<file path="config.mk">
export PLATFORM = sky130hd
export DESIGN_NAME = ptmr_top
export DESIGN_NICKNAME = d
export VERILOG_FILES = /design/src/rtl/ptmr_pkg.sv /design/src/rtl/ptmr_sync_edge.sv /design/src/rtl/ptmr_presc.sv /design/src/rtl/ptmr_count.sv /design/src/rtl/ptmr_top.sv
export SDC_FILE = /design/constraint.sdc
export NUM_CORES = 1
export LEC_CHECK = 0
export ABC_AREA = 1
export BUFFER_PORTS_ARGS = -buffer_cell sky130_fd_sc_hd__buf_2
export CORE_ASPECT_RATIO = 1.75
export CORE_MARGIN = 10
export CORE_UTILIZATION = 65
export CTS_BUF_LIST = sky130_fd_sc_hd__clkbuf_8
export DETAILED_ROUTE_END_ITERATION = 7
export PLACE_DENSITY = 0.94
export SLEW_MARGIN = 20
export SYNTH_ARGS = -nofsm -noshare
export SYNTH_HDL_FRONTEND = slang
export SYNTH_SLANG_ARGS = --single-unit
</file>
<file path="constraint.sdc">
create_clock -name clk -period 3.98 [get_ports clk]
set_clock_uncertainty 0.05 [all_clocks]
set_input_delay 0.597 -clock clk [delete_from_list [all_inputs] [get_ports clk]]
set_output_delay 0.597 -clock clk [all_outputs]
set_load 0.01 [all_outputs]
</file>
<file path="src/rtl/ptmr_pkg.sv">
`timescale 1ns/1ps
package ptmr_pkg;

  typedef struct packed {
    logic       run;
    logic       mode8;
    logic       ext_src;
    logic       fall_edge;
    logic       bypass;
    logic [2:0] ratio;
  } ctrl_t;

  localparam logic [7:0] CTRL_RESET = 8'hFF;

  typedef enum logic [1:0] {
    A_CTRL = 2'd0,
    A_CLO  = 2'd1,
    A_CHI  = 2'd2,
    A_IRQ  = 2'd3
  } addr_e;

  // Low-bit mask for a divide of 2^(code+1): all ones means the next tick passes.
  function automatic logic [15:0] ratio_mask(input logic [2:0] code);
    return (16'd2 << code) - 16'd1;
  endfunction

  // Increment respecting the active width; the high byte is frozen in 8-bit mode.
  function automatic logic [15:0] bump(input logic [15:0] v, input logic mode8);
    logic [7:0] lo;
    lo = v[7:0] + 8'd1;
    return mode8 ? {v[15:8], lo} : v + 16'd1;
  endfunction

  function automatic logic at_top(input logic [15:0] v, input logic mode8);
    return mode8 ? (v[7:0] == 8'hFF) : (v == 16'hFFFF);
  endfunction

endpackage

</file>
<file path="src/rtl/ptmr_sync_edge.sv">
`timescale 1ns/1ps
module ptmr_sync_edge #(
  parameter int STAGES = 2
) (
  input  logic clk,
  input  logic rst_n,
  input  logic pin_i,
  input  logic fall_i,
  output logic tick_o
);
  logic [STAGES-1:0] sync_q;
  logic              prev_q;
  logic              cur;

  generate
    if (STAGES == 1) begin : g_one
      always_ff @(posedge clk) begin
        if (!rst_n) sync_q <= '0;
        else        sync_q <= pin_i;
      end
    end else begin : g_chain
      always_ff @(posedge clk) begin
        if (!rst_n) sync_q <= '0;
        else        sync_q <= {sync_q[STAGES-2:0], pin_i};
      end
    end
  endgenerate

  assign cur = sync_q[STAGES-1];

  always_ff @(posedge clk) begin
    if (!rst_n) prev_q <= 1'b0;
    else        prev_q <= cur;
  end

  assign tick_o = fall_i ? (prev_q & ~cur) : (~prev_q & cur);
endmodule

</file>
<file path="src/rtl/ptmr_presc.sv">
`timescale 1ns/1ps
module ptmr_presc
  import ptmr_pkg::*;
#(
  parameter int PRE_W = 8
) (
  input  logic             clk,
  input  logic             rst_n,
  input  logic             run_i,
  input  logic             src_tick_i,
  input  logic             bypass_i,
  input  logic [2:0]       ratio_i,
  input  logic             clr_i,
  output logic             tick_o,
  output logic [PRE_W-1:0] level_o
);
  logic [PRE_W-1:0] cnt_q;
  logic [PRE_W-1:0] mask;
  logic             full;
  logic             step;

  assign mask   = ratio_mask(ratio_i)[PRE_W-1:0];
  assign full   = (cnt_q & mask) == mask;
  assign step   = run_i & src_tick_i;
  assign tick_o = step & (bypass_i | full);
  assign level_o = cnt_q;

  always_ff @(posedge clk) begin
    if (!rst_n)                 cnt_q <= '0;
    else if (clr_i)             cnt_q <= '0;
    else if (step && !bypass_i) cnt_q <= cnt_q + 1'b1;
  end
endmodule

</file>
<file path="src/rtl/ptmr_count.sv">
`timescale 1ns/1ps
module ptmr_count
  import ptmr_pkg::*;
(
  input  logic        clk,
  input  logic        rst_n,
  input  logic        mode8_i,
  input  logic        adv_i,
  input  logic        ld_lo_i,
  input  logic        ld_hi_i,
  input  logic        rd_lo_i,
  input  logic [7:0]  wdata_i,
  output logic [15:0] cnt_o,
  output logic [7:0]  hi_view_o,
  output logic        ovf_o
);
  logic [15:0] cnt_q;
  logic [7:0]  wr_buf_q;
  logic [7:0]  rd_buf_q;

  assign ovf_o     = adv_i & ~ld_lo_i & at_top(cnt_q, mode8_i);
  assign cnt_o     = cnt_q;
  assign hi_view_o = mode8_i ? cnt_q[15:8] : rd_buf_q;

  always_ff @(posedge clk) begin
    if (!rst_n)       cnt_q <= '0;
    else if (ld_lo_i) cnt_q <= mode8_i ? {cnt_q[15:8], wdata_i} : {wr_buf_q, wdata_i};
    else if (adv_i)   cnt_q <= bump(cnt_q, mode8_i);
  end

  always_ff @(posedge clk) begin
    if (!rst_n) begin
      wr_buf_q <= '0;
      rd_buf_q <= '0;
    end else begin
      if (ld_hi_i) wr_buf_q <= wdata_i;
      if (rd_lo_i) rd_buf_q <= cnt_q[15:8];
    end
  end
endmodule

</file>
<file path="src/rtl/ptmr_top.sv">
`timescale 1ns/1ps
module ptmr_top
  import ptmr_pkg::*;
#(
  parameter int PRE_W       = 8,
  parameter int SYNC_STAGES = 2
) (
  input  logic       clk,
  input  logic       rst_n,
  input  logic       sleep_i,
  input  logic       ext_pin_i,
  input  logic       bus_we_i,
  input  logic       bus_re_i,
  input  logic [1:0] bus_addr_i,
  input  logic [7:0] bus_wdata_i,
  output logic [7:0] bus_rdata_o,
  output logic       irq_o
);
  ctrl_t            ctrl_q;
  logic             flag_q;
  logic             en_q;

  // Named internal events
  logic             ld_lo, ld_hi, rd_lo, wr_ctrl, wr_irq;
  logic             presc_clr;
  logic             run;
  logic             ext_tick, src_tick, adv;
  logic             ovf;
  logic [15:0]      cnt;
  logic [7:0]       hi_view;
  logic [PRE_W-1:0] presc_lvl;

  assign wr_ctrl   = bus_we_i && (bus_addr_i == A_CTRL);
  assign ld_lo     = bus_we_i && (bus_addr_i == A_CLO);
  assign ld_hi     = bus_we_i && (bus_addr_i == A_CHI);
  assign wr_irq    = bus_we_i && (bus_addr_i == A_IRQ);
  assign rd_lo     = bus_re_i && (bus_addr_i == A_CLO);
  assign presc_clr = (ld_lo | ld_hi) & ~ctrl_q.bypass;
  assign run       = ctrl_q.run & ~sleep_i;
  assign src_tick  = ctrl_q.ext_src ? ext_tick : 1'b1;

  ptmr_sync_edge #(.STAGES(SYNC_STAGES)) u_edge (
    .clk    (clk),
    .rst_n  (rst_n),
    .pin_i  (ext_pin_i),
    .fall_i (ctrl_q.fall_edge),
    .tick_o (ext_tick)
  );

  ptmr_presc #(.PRE_W(PRE_W)) u_presc (
    .clk        (clk),
    .rst_n      (rst_n),
    .run_i      (run),
    .src_tick_i (src_tick),
    .bypass_i   (ctrl_q.bypass),
    .ratio_i    (ctrl_q.ratio),
    .clr_i      (presc_clr),
    .tick_o     (adv),
    .level_o    (presc_lvl)
  );

  ptmr_count u_count (
    .clk       (clk),
    .rst_n     (rst_n),
    .mode8_i   (ctrl_q.mode8),
    .adv_i     (adv),
    .ld_lo_i   (ld_lo),
    .ld_hi_i   (ld_hi),
    .rd_lo_i   (rd_lo),
    .wdata_i   (bus_wdata_i),
    .cnt_o     (cnt),
    .hi_view_o (hi_view),
    .ovf_o     (ovf)
  );

  always_ff @(posedge clk) begin
    if (!rst_n) begin
      ctrl_q <= ctrl_t'(CTRL_RESET);
      flag_q <= 1'b0;
      en_q   <= 1'b0;
    end else begin
      if (wr_ctrl) ctrl_q <= ctrl_t'(bus_wdata_i);
      if (ovf)         flag_q <= 1'b1;
      else if (wr_irq) flag_q <= bus_wdata_i[0];
      if (wr_irq)  en_q <= bus_wdata_i[1];
    end
  end

  always_comb begin
    unique case (bus_addr_i)
      A_CTRL:  bus_rdata_o = ctrl_q;
      A_CLO:   bus_rdata_o = cnt[7:0];
      A_CHI:   bus_rdata_o = hi_view;
      default: bus_rdata_o = {6'd0, en_q, flag_q};
    endcase
  end

  assign irq_o = flag_q & en_q;
endmodule

</file>
==> After elaboration in Yosys (flattened, before gate mapping) <==
Cells that the tools add are included.
{ "word_totals": {"regBits": 53, "wordCells": 69} }
{ "classes": {"add_sub_neg": 4, "eq_ne": 8, "shift": 1, "muxes": 11, "n_bitwise": 18, "n_reduce_logical": 12} }
{ "ops": {"columns": ["operator", "count"], "rows": [
  ["2-to-1 mux 16 bit", 4],
  ["case mux 8 bit (3 select lines)", 1],
  ["adder 16 x 1 -> 16 bit (second input constant)", 1],
  ["adder 8 x 1 -> 8 bit (second input constant)", 2],
  ["equality test 16 bit (second input constant)", 1],
  ["bitwise AND 1 bit", 9],
  ["bitwise AND 8 bit", 1],
  ["equality test 8 bit", 1],
  ["equality test 8 bit (second input constant)", 1],
  ["2-to-1 mux 8 bit", 1],
  ["left shift 2 x 3 -> 8 bit (first input constant)", 1],
  ["subtractor 8 x 1 -> 8 bit (second input constant)", 1],
  ["logical AND 1 bit", 6],
  ["inverter 1 bit", 6],
  ["2-to-1 mux 1 bit", 5],
  ["equality test 2 bit (second input constant)", 2],
  ["!= test 2 bit (second input constant)", 2],
  ["nonzero test 2 bit", 2],
  ["AND reduction 3 bit", 1],
  ["equality test 2 x 1 -> 1 bit (second input constant)", 1],
  ["logical NOT 2 bit", 1],
  ["bitwise OR 1 bit", 2],
  ["OR reduction 2 bit", 1],
  ["logical NOT 1 bit", 1]
]} }

==> Longest topological paths before layout <==
{ "logic_depth": {"word_depth": 9, "depth_mapped": 14, "ltp_nobuf": 13} }

==> Hierarchy <==
A second synthesis with hierarchy kept.
{ "hier_totals": {"cells_unflattened": 454, "area_unflattened_um2": 2967.8} }
{ "modules_own_cells": {"columns": ["module", "n_inst", "cells_per_inst", "area_per_inst_um2", "seq_area_each_um2"], "rows": [
  ["ptmr_count", 1, 244, 1669.1, 640.6],
  ["ptmr_top", 1, 103, 610.6, 200.2],
  ["ptmr_presc", 1, 92, 580.6, 160.2],
  ["ptmr_sync_edge", 1, 15, 107.6, 60.1]
]} }

==> Least setup slack after synthesis <==
No wires, ideal clock.
{ "synth_path": {"path_type": "in2out", "startpoint": "input port bus_addr_i[1]", "endpoint": "output port bus_rdata_o[0]", "arrival_time_ps": 1323, "required_time_ps": 3333, "slack_ps": 2010, "stages": 6, "cell_sequence": "inv_1 > nor2_1 > o21ai_0 > a21oi_1 > a21oi_1 > o211ai_1"} }
{ "synth_via": {"elab_chain_cells": 2} }
{ "synth_lines": {"columns": ["item", "line", "source"], "rows": [
  ["start, declared", "ptmr_top.sv:14", "input logic [1:0] bus_addr_i,"],
  ["equality test 2 bit (tied with other cells)", "ptmr_top.sv:90", "unique case (bus_addr_i)"],
  ["case mux 8 bit (3 select lines) (*)", "ptmr_top.sv:90", null],
  ["end, declared", "ptmr_top.sv:16", "output logic [7:0] bus_rdata_o,"]
]} }
Mark *: on every way between the ends. The rest lies on a longest branch, timed or not.

==> Worst setup path in the final report <==
{ "layout_path": {"startpoint": "input port bus_addr_i[1]", "endpoint": "output port bus_rdata_o[6]"} }
Same word-level chain as after synthesis.

==> results.md <==
- Pin slew with the least headroom to its limit: 0.863 ns
- Setup ws final: roughly 1.3 ns
- Share of cells above drive strength 1: 9.48%
- Final HPWL DP: roughly 6.3 mm
- Core box area: 4360 um^2
- Total global-route track usage: 22.1%
- Layout Nets: 481
- First-pass GRT wire length: 14.0 mm
- Fin crit period: around 2.7 ns
- Final setup vio count: 0
- Placement Setup Slack: 1.08 ns
- FF-to-FF End: u_count.cnt_o[12]$_SDFFE_PN0P_
- Syn nets: approximately 470
- Flops & latches, synth: 53
- Crit path launch type: input port
- Worst setup path startpoint: bus_addr_i[1]
- Die ar.: 7680 um^2
- Number of max-cap violations: 0
- Clk_lat worst skew: about 0.31 ns
- Placed inst area: 3020 um^2
- Post-route ant nets: 0
- Unrepaired setup endpoints after global routing: false
- Status: finished clean
- LEAKAGE: between 1 and 1.5 nW
- Initial antenna violation count: 0
- Worst-case reg-to-reg path depth: 10
- H-tree depth: 2
- Post-CTS Setup Bufs: 0
- Vias per inst: 6.18
- Pwr Density: about 320 nW/um^2
- # fillers: 372
- Yosys top cell area share: 36.3%
- RD Place Congestion: 1.00
- Commonest non-fill, non-tap cell in the layout: nand2_1
- GR Overflow Total: 0
- HP Class: reg -> reg
- Most frequent cells in the layout: nand2_1 (117), inv_1 (56), dfxtp_1 (53)
- FMAX: between 300 and 400 MHz
- Seq/Total Area, Yosys: a little over a third
- DRT Pass-1 Iters: 8
- Setup TNS: 0 ns
- Clock buffer depth: 2
- Diodes inserted: 0
- Site Rows: 32
- Post-Syn Area: 2920 um^2
- Distinct cell type count after synthesis: 30
- CTS Hold Bufs: 0
- Critical Path Fanout Max: 9
- Final worst-path cycle share: about two thirds
- Asr flop ratio synth: 0%
- Post-synth EDFFs: 0
- Largest net degree at the start of global routing: 29
- YS warnings: 0
- Post-CTS sizing: 0
- Slew HR: around 42%
- Routed via count: about 3200
- PortBufs: 24
- Design area: 3120 um^2
- Post-Place Cells: 507
- IR drop worst, VDD: ~370 uV
- Routed wire length: 8.51 mm
- Final Max Tran Viols: 0
- Top post-synthesis cells by area: dfxtp_1 (36%), nand2_1 (15%), nand3_1 (7.5%)
- Hold path depth: 2
- DR WL/cell: 16.5 um
- Die height: 109 um
- CP arrival: 2.03 ns
- Main synth FF type: dfxtp_1
- Post-Syn Area per Cell: 6.50 um^2
- Final Non-Filler Cells: 515
- DRC Markers: 0
- Hold worst-path end: u_edge.sync_q[1]$_SDFF_PN0_
- I/O Pins: 25
- Post-synth top area cell: dfxtp_1
- Pwr Total: 0.999 mW
- Clock transition at the registers of the reported paths: around 0.090 ns
- Area Overhead vs Synth: 6.73%
- First DRT Iteration DRCs: between 300 and 400
- R2R setup slack: between 2 and 2.5 ns
- CP required: 3.33 ns
- Kind of critical path: in -> out
- Worst r2r src: u_count.cnt_o[0]$_SDFFE_PN0P_
- Die Wd: about 71 um
- # clock sinks: between 50 and 60
- Cell count after synthesis: 449
- Crit end category: primary output
- CTS tree: built
- Clock buffer count from CTS: 5
- Final-report hold violation count: 0
- Vias in the first global route: 3092
- Worst hold path startpoint: u_edge.sync_q[0]$_SDFF_PN0_
- Initial core utilization: 66.9%
- CTS root buf: clkbuf_8
==> cells in the mapped netlist (5+ instances only) <==
library cell and n:
nand4_1 5, nand2_2 5, clkbuf_1 8, nand2_1 117, dfxtp_1 53, buf_2 7, o211ai_1 8, nor2_1 32
o21ai_0 30, nand3_1 44, o221ai_1 6, nor3_1 6, inv_1 56, a21oi_1 43
==> power by group <==
group / leakage (nW) / internal, mW / switching (mW)
logic: 0.871 / 0.0345 / 0.0795
clock network: 0.0512 / 0.141 / 0.185
registers: 0.430 / 0.545 / 0.0142
==> worst max path at each step <==
stage	depth (start not counted)	to	slack, ns
2_1_floorplan	6	bus_rdata_o[0]	2.01
5_1_grt	9	u_count.cnt_o[5]$_SDFFE_PN0P_	1.15
3_5_place_dp	9	u_count.cnt_o[5]$_SDFFE_PN0P_	1.08
6_report	8	bus_rdata_o[6]	1.30
3_3_place_gp	10	u_count.cnt_o[11]$_SDFFE_PN0P_	1.20
4_1_cts	9	u_count.cnt_o[5]$_SDFFE_PN0P_	1.37
==> state kept, by name, summed over array words and instances (netlist names) <==
name,count
flag_q,1
en_q,1
u_presc.level_o,8
ctrl_q,8
u_count.cnt_o,16
u_count.wr_buf_q,8
u_edge.prev_q,1
u_count.rd_buf_q,8
u_edge.sync_q,2
==> cell families after synthesis <==
group                    after synthesis  share of synthesized area (%)
AO/OA/AOI/OAI                         92                           17.3
XOR/XNOR                               5                           1.50
adder cells (fa/ha/maj)                2                          0.857
buffers and inverters                 74                           10.2
flip-flops                            53                           36.3
multiplexers                           1                          0.343
AND/OR/NAND/NOR                      222                           33.5
==> worst max-delay path: stages <==
cell	delay (ns)
buf_2	0.11
inv_1	0.04
nor2_1	0.47
inv_1	0.20
a21oi_1	0.17
o21ai_0	0.12
o221ai_1	0.13
buf_2	0.19
==> through the flow <==
step,hold slack (ns),utilization [%]
after global placement,0.357,69.2
final,0.386,71.4
after CTS,0.388,71.4
after floorplan,0.340,-
after detailed placement,0.365,69.2
after global routing,0.398,71.4
==> per-layer routing <==
metal  track usage (%)  up-vias  wire, um
met5                 0        -         0
met3              4.91       59       668
met4              17.1        0       600
met1              21.5     1430      2940
li1                  -     1494         -
met2              39.6      202      4290
==> layout make-up <==
cell class	instances	area [um^2]	area share [%]
timing repair buffer	24	120	3.85
tap	51	63.8	2.05
inverter	57	214	6.86
clock inverter	2	13.8	0.442
clock buffer	6	82.6	2.65
multi-input combinational	322	1560	50.1
sequential	53	1060	34.0
Note: power is estimated with default switching activity, not from simulation.
